`config.mk`:
```
export PLATFORM = sky130hd
export DESIGN_NAME = jtag_reg_bridge
export DESIGN_NICKNAME = d
export VERILOG_FILES = /design/src/rtl/jtag_reg_bridge.sv
export SDC_FILE = /design/constraint.sdc
export NUM_CORES = 1
export LEC_CHECK = 0
export ABC_AREA = 1
export BUFFER_PORTS_ARGS = -buffer_cell sky130_fd_sc_hd__buf_4
export CAP_MARGIN = 5
export CORE_UTILIZATION = 50
export CTS_CLUSTER_DIAMETER = 60
export DETAILED_ROUTE_END_ITERATION = 16
export PLACE_DENSITY = 0.65
export SLEW_MARGIN = 20
export SYNTH_ARGS = -nofsm -noshare
export SYNTH_HDL_FRONTEND = slang
export SYNTH_SLANG_ARGS = --single-unit
```
`constraint.sdc`:
```
create_clock -name tck -period 2.3 [get_ports tck]
set_clock_uncertainty 0.15 [all_clocks]
set_input_delay 0.46 -clock tck [delete_from_list [all_inputs] [get_ports tck]]
set_output_delay 0.46 -clock tck [all_outputs]
set_load 0.1 [all_outputs]
```
`src/rtl/jtag_reg_bridge.sv`:
```
module jtag_reg_bridge #(
  parameter int AW = 32,
  parameter int DW = 32,
  parameter int IRW = 4
) (
  input  logic          tck,
  input  logic          trst_n,
  input  logic          tms,
  input  logic          tdi,
  output logic          tdo,
  input  logic          sys_rst_n,
  output logic [DW-1:0] pbus,
  output logic [1:0]    sub_stb,
  output logic          sub_we,
  output logic [AW-1:0] sub_addr,
  output logic [DW-1:0] sub_wdata,
  input  logic [DW-1:0] sub_rdata1,
  input  logic [DW-1:0] sub_rdata2
);
  localparam int DRW = AW + DW + 2;
  localparam int EN_B = DRW - 1;
  localparam int RD_B = DRW - 2;
  localparam logic [IRW-1:0] IR_LOCAL = IRW'(8);
  localparam logic [IRW-1:0] IR_SUB1  = IRW'(5);
  localparam logic [IRW-1:0] IR_SUB2  = IRW'(6);
  localparam logic [AW-1:0]  PAR_ADDR = AW'(32'h18);
  localparam int LAST_IDX = 8;

  typedef enum logic [3:0] {
    S_TLR, S_RTI, S_SELDR, S_CAPDR, S_SHDR, S_EX1DR, S_PSDR, S_EX2DR, S_UPDR,
    S_SELIR, S_CAPIR, S_SHIR, S_EX1IR, S_PSIR, S_EX2IR, S_UPIR
  } tap_t;

  tap_t st, nx;
  logic [IRW-1:0] ir, ir_sr;
  logic [DRW-1:0] sr;
  logic           bp;
  logic [DW-1:0]  rf [0:15];
  logic [DW-1:0]  rd_q, sub_rd1, sub_rd2;

  always_comb begin
    case (st)
      S_TLR:   nx = tms ? S_TLR   : S_RTI;
      S_RTI:   nx = tms ? S_SELDR : S_RTI;
      S_SELDR: nx = tms ? S_SELIR : S_CAPDR;
      S_CAPDR: nx = tms ? S_EX1DR : S_SHDR;
      S_SHDR:  nx = tms ? S_EX1DR : S_SHDR;
      S_EX1DR: nx = tms ? S_UPDR  : S_PSDR;
      S_PSDR:  nx = tms ? S_EX2DR : S_PSDR;
      S_EX2DR: nx = tms ? S_UPDR  : S_SHDR;
      S_UPDR:  nx = tms ? S_SELDR : S_RTI;
      S_SELIR: nx = tms ? S_TLR   : S_CAPIR;
      S_CAPIR: nx = tms ? S_EX1IR : S_SHIR;
      S_SHIR:  nx = tms ? S_EX1IR : S_SHIR;
      S_EX1IR: nx = tms ? S_UPIR  : S_PSIR;
      S_PSIR:  nx = tms ? S_EX2IR : S_PSIR;
      S_EX2IR: nx = tms ? S_UPIR  : S_SHIR;
      default: nx = tms ? S_SELDR : S_RTI;
    endcase
  end

  wire sel_local = (ir == IR_LOCAL);
  wire sel_sub1  = (ir == IR_SUB1);
  wire sel_sub2  = (ir == IR_SUB2);
  wire sel_reg   = sel_local | sel_sub1 | sel_sub2;

  wire [AW-1:0] cmd_addr = sr[RD_B-1:DW];
  wire [3:0]    cmd_idx  = cmd_addr[5:2];
  wire          mapped   = (cmd_addr[AW-1:6] == '0) && (cmd_addr[1:0] == 2'b00)
                           && (int'(cmd_idx) <= LAST_IDX);
  wire [DW-1:0] rf_val   = mapped ? rf[cmd_idx] : '0;
  wire          upd_cmd  = (st == S_UPDR) && sr[EN_B];

  always_ff @(posedge tck or negedge trst_n) begin
    if (!trst_n) begin
      st    <= S_TLR;
      ir    <= '1;
      ir_sr <= '0;
      sr    <= '0;
      bp    <= 1'b0;
    end else begin
      st <= nx;
      if (st == S_TLR) ir <= '1;
      else if (st == S_UPIR) ir <= ir_sr;
      if (st == S_CAPIR) ir_sr <= IRW'(1);
      else if (st == S_SHIR) ir_sr <= {tdi, ir_sr[IRW-1:1]};
      if (st == S_CAPDR) begin
        bp <= 1'b0;
        if (sel_local)     sr <= {{(DRW-DW){1'b0}}, rd_q};
        else if (sel_sub1) sr <= {{(DRW-DW){1'b0}}, sub_rd1};
        else if (sel_sub2) sr <= {{(DRW-DW){1'b0}}, sub_rd2};
      end else if (st == S_SHDR) begin
        bp <= tdi;
        if (sel_reg) sr <= {tdi, sr[DRW-1:1]};
      end
    end
  end

  always_ff @(negedge tck or negedge trst_n) begin
    if (!trst_n)          tdo <= 1'b0;
    else if (st == S_SHIR) tdo <= ir_sr[0];
    else if (st == S_SHDR) tdo <= sel_reg ? sr[0] : bp;
    else                   tdo <= 1'b0;
  end

  always_ff @(posedge tck or negedge trst_n) begin
    if (!trst_n) begin
      sub_stb   <= '0;
      sub_we    <= 1'b0;
      sub_addr  <= '0;
      sub_wdata <= '0;
    end else begin
      sub_stb <= {upd_cmd & sel_sub2, upd_cmd & sel_sub1};
      if (upd_cmd && (sel_sub1 || sel_sub2)) begin
        sub_we    <= sr[RD_B];
        sub_addr  <= cmd_addr;
        sub_wdata <= sr[DW-1:0];
      end
    end
  end

  always_ff @(posedge tck or negedge sys_rst_n) begin
    if (!sys_rst_n) begin
      for (int i = 0; i < 16; i++) rf[i] <= '0;
      rd_q    <= '0;
      sub_rd1 <= '0;
      sub_rd2 <= '0;
      pbus    <= '0;
    end else begin
      if (upd_cmd && sel_local) begin
        if (sr[RD_B]) begin
          rd_q <= rf_val;
          if (cmd_addr == PAR_ADDR) pbus <= rf_val;
        end else if (mapped) begin
          rf[cmd_idx] <= sr[DW-1:0];
        end
      end
      if (sub_stb[0] && !sub_we) sub_rd1 <= sub_rdata1;
      if (sub_stb[1] && !sub_we) sub_rd2 <= sub_rdata2;
    end
  end

  a_r12_tdo_quiet: assert property (@(posedge tck) disable iff (!trst_n)
    (st != S_SHDR && st != S_SHIR) |-> (tdo == 1'b0));

  a_r2_ir_hold: assert property (@(posedge tck) disable iff (!trst_n)
    (st != S_UPIR && st != S_TLR) |=> $stable(ir));

  a_r9_stb_onehot: assert property (@(posedge tck) disable iff (!trst_n)
    $onehot0(sub_stb));

  a_r9_stb_pulse: assert property (@(posedge tck) disable iff (!trst_n)
    (sub_stb != 2'b00) |=> (sub_stb == 2'b00));

  a_r8_pbus_update: assert property (@(posedge tck) disable iff (!trst_n || !sys_rst_n)
    !$stable(pbus) |-> ($past(st) == S_UPDR));
endmodule

```
Yosys cells after proc, flatten, opt, wreduce, memory -nomap -nowiden
Index checks and enable logic that the tools add are counted.
W data, S select, Z words.

storage, ports and cells
  bits in registers = 787
  input port bits = 69
  output and inout port bits = 100
  word-level logic and storage cells = 116

cells by class
  order comparisons = 3
  equal/unequal tests = 19
  multiplexer cells = 35
  bitwise operators = 6
  reduce and logical (&&, ||, !) cells = 23

operator list
  operator               number
  $bwmux W512            1
  $mux W66               6
  $bmux W32 S4           1
  $demux W32 S4          1
  $mux W32               4
  $pmux W4 S11           1
  $eq A4 B4 Y1 const B   9
  $eq A32 B5 Y1 const B  1
  $mux W4                8
  $logic_not A26 Y1      1
  $eq A4 B3 Y1 const B   6
  $reduce_and A3 Y1      3
  $eq A4 B2 Y1 const B   2
  $logic_and A1 B1 Y1    8
  $mux W1                8
  $reduce_bool A2 Y1     4
  $mux W2                3
  $mux W3                2
  $ge A5 B5 Y1 const B   1
  $lt A5 B1 Y1 const B   1
  $not A4 Y5             1
  $le A4 B4 Y1 const B   1
  $logic_not A4 Y1       1
  $ne A4 B4 Y1 const B   1
  other kinds (8)        11

Longest topological paths before layout
  depth after elaboration = 6
  depth in mapped cells = 13
  mapped depth without buffers = 10

==> results.yml <==
detailed_routing:
  postRouteAntennaNets: 0
  wl_per_cell_microns: 18.79
  via_per_inst: 5.234
  firstDrtPassIters: 5
  wirelength_microns: 107700
  post-route-drc-count: 0
  drt_iter0_drc: 2803
  vias: 30017
finish:
  syn2layout_area_growth_pct: 23.13
  nFillCells: 6072
  drive_gt1_share_pct: 17.45
  stdcell_area_sq_mm: 0.04441
  n_antenna_cell: 0
  nNetsFinal: 4785
floorplanning:
  rows: 98
  die_w_microns: 270.6
  initial_utilization_pct: 50.46
  die_y_microns: 270.6
  core_area_sq_mm: 0.07149
  pin_count: 169
  dieArea_sq_mm: 0.07322
pwr:
  powerDensity_mw_per_mm2: 823.1
  power.static_leakage_nw: 23.03
  power_mw: 36.56
  ir_worst_vdd_mv: 0.6996
clock_network:
  ctsRootBufferMaster: "clkbuf_16"
  numCtsBuffers: 86
  cts_tree: "built"
  worstSkewPairLatency_ns: 0.67
  cts_htree_levels: 3
  clock_path_buffers: 3
  clkSinkCount: 787
  cts.reportedPaths.clkPinSlew_ns: 0.06
worst_setup_path:
  cp.required_ns: 1.69
  cp-start-kind: "flip-flop"
  critPathKind: "flip-flop to output port"
  slowest_stage: "dfrtn_1"
  cp_cell_sequence: "buf_12"
  worstPathArrival_ns: 2.40
  cp_max_fo: 1
  cpPeakStageDelay_ns: 0.43
  crit_buf_inv: 1
  rrSetupSlack_ns: -0.28
  critical_path.top_delay_family: "flip-flops"
  end_kind: "output port"
placed_design:
  place_ws_ns: -0.2694
  hpwl_microns: 63870
  port-buffer-count: 168
  dpl_cell_area_sq_mm: 0.03871
  place.gp.congestion: 0.8630
global_route:
  grt_start_max_net_pins: 147
  antenna_found_initial: 0
  grt_pass1_wl_microns: 165800
  grt_pass1_vias: 28936
  grt_usage_pct: 28.97
  grt-ovfl-total: 0
timing:
  fin_setup_tns_ns: -2.073
  worst_pin_slew_ns: 0.8739
  slew_viol_final: 0
  hold_viol: 0
  slew_headroom_pct: 41.74
  final.setup.worst_slack_ns: -0.7061
  rsz0062_at_grt: "true"
  setup_violations: 66
  holdWs_ns: 0.1481
synthesis:
  ys_seq_area_share_pct: 54.61
  yosys.area.top_type: "dfrtp_1"
  ys_types: 31
  ys_ff_latch: 787
  synth_area_sq_mm: 0.03607
  synth_top_area_share_pct: 54.25
  yosys_warnings: 0
  synth_area_leaders: "dfrtp_1 54%, nand2_1 18%, nand3_1 6.0%, clkbuf_1 4.6%, inv_1 4.3%"
  avgSynthCellArea_sq_um: 7.688
  syn_nets: 4761
  syn_inst: 4692
outcome:
  violations: "negative setup slack"
  outcome: "complete, but fails checks"
run:
  maxCapViolCount: 0
hold_path:
  min_path_type: "primary input to async pin"
-- metal layers --
metal / wire length (microns) / global-route usage (%) / vias up
met5: 0 / 0 / -
met2: 49220 / 45.51 / 1049
met3: 7896 / 4.953 / 198
met4: 3151 / 8.772 / 0
li1: - / - / 14231
met1: 47480 / 41.14 / 14539
-- cells by family after synthesis --
family | share of synthesized area (%)
simple gates | 29.64
flops | 54.61
mux | 1.998
buf+inv | 9.768
compound gates | 3.986
-- cells in the mapped netlist --
cell type	number
o22ai_1	4
o21bai_1	32
nor2_4	2
nor3_1	2
a21oi_1	100
or2_2	31
clkbuf_1	446
clkinv_1	1
o21ai_0	77
a22oi_1	1
buf_4	2
nor2_2	1
nor2_1	409
nand2_2	1
nand3_1	430
mux2_2	64
o31ai_1	1
buf_1	21
nand2_1	1775
inv_1	415
o211ai_1	34
nor4_1	1
nand3b_1	1
dfstp_2	4
o21ai_4	1
buf_2	35
nand4_1	12
dfrtn_1	1
nand4_2	1
dfrtp_1	782
inv_2	5
-- worst register-to-register path, stage by stage (launching register included) --
cell and delay [ns]:
dfstp_2 0.54, inv_2 0.05, nor2_4 0.11, nand2_2 0.09
nand3_2 0.10, a21oi_1 0.06, o21ai_1 0.07, o21ai_1 0.08
-- sequential cells by signal, summed over array words and instances, names as in the netlist --
register,cells
bp,1
ir,4
ir_sr,4
pbus,32
rd_q,32
rf,512
sr,66
st,4
sub_addr,32
sub_rd1,32
sub_rd2,32
sub_stb,2
sub_wdata,32
sub_we,1
tdo,1
-- area by class of cell --
type,instances,area [sq um],share of cell area [%]
Tap cell,950,1189,2.676
Clock inverter,48,784.5,1.766
Inverter,421,1590,3.581
Sequential cell,787,19710,44.37
Multi-Input combinational cell,2980,13810,31.10
Timing Repair Buffer,440,4952,11.15
Clock buffer,109,2379,5.355
-- path summary, 6_finish.rpt --
check                      depth (start not counted)  endpoint      start
hold / removal                                     2   rf[346]  sys_rst_n
min in group tck                                   0    rf[22]     rf[22]
max in group asynchronous                          2       tdo     trst_n
hold reg to reg                                    0    rf[22]     rf[22]
setup / recovery                                   1       tdo        tdo
setup reg to reg                                   7       tdo      ir[2]
-- per-stage QoR --
stage	utilization, %	instances
CTS	59.74	5699
global route	62.13	5735
floorplan	-	4692
global placement	54.16	5467
finish	62.13	5735
detailed placement	54.16	5467
-- repair_timing --
action                                 in CTS  in global routing
gates cloned                                2                 23
buffers inserted                            5                 14
pin swaps                                   5                153
hold buffers                               68                  0
setup endpoints to repair                  65                377
resized for setup                          11                235
endpoints found under the hold margin     531                  0
-- cells in the final DEF (no fill, tap or decap), types with 15 or more instances in the layout --
| cell | netlist | final |
|---|---|---|
| o21bai_1 | 32 | 32 |
| clkinv_2 | 0 | 15 |
| nand3_2 | 0 | 152 |
| mux2_2 | 64 | 64 |
| a21oi_1 | 100 | 100 |
| buf_4 | 2 | 253 |
| or2_2 | 31 | 31 |
| buf_12 | 0 | 74 |
| nor2_2 | 1 | 20 |
| inv_1 | 415 | 411 |
| dlygate4sd3_1 | 0 | 68 |
| dfrtp_1 | 782 | 780 |
| clkbuf_16 | 0 | 105 |
| o21ai_0 | 77 | 75 |
| nor2_1 | 409 | 383 |
| bufinv_16 | 0 | 15 |
| nand3_1 | 430 | 276 |
| nand2_1 | 1775 | 1757 |
| o211ai_1 | 34 | 34 |
-- where the power goes --
part	switching [mW]	total, mW	internal (mW)
clock	6.11	15.2	9.13
combinational	3.07	4.62	1.55
sequential	2.03	16.7	14.7
total	11.2	36.6	25.4
(Power assumes the default switching activity.)
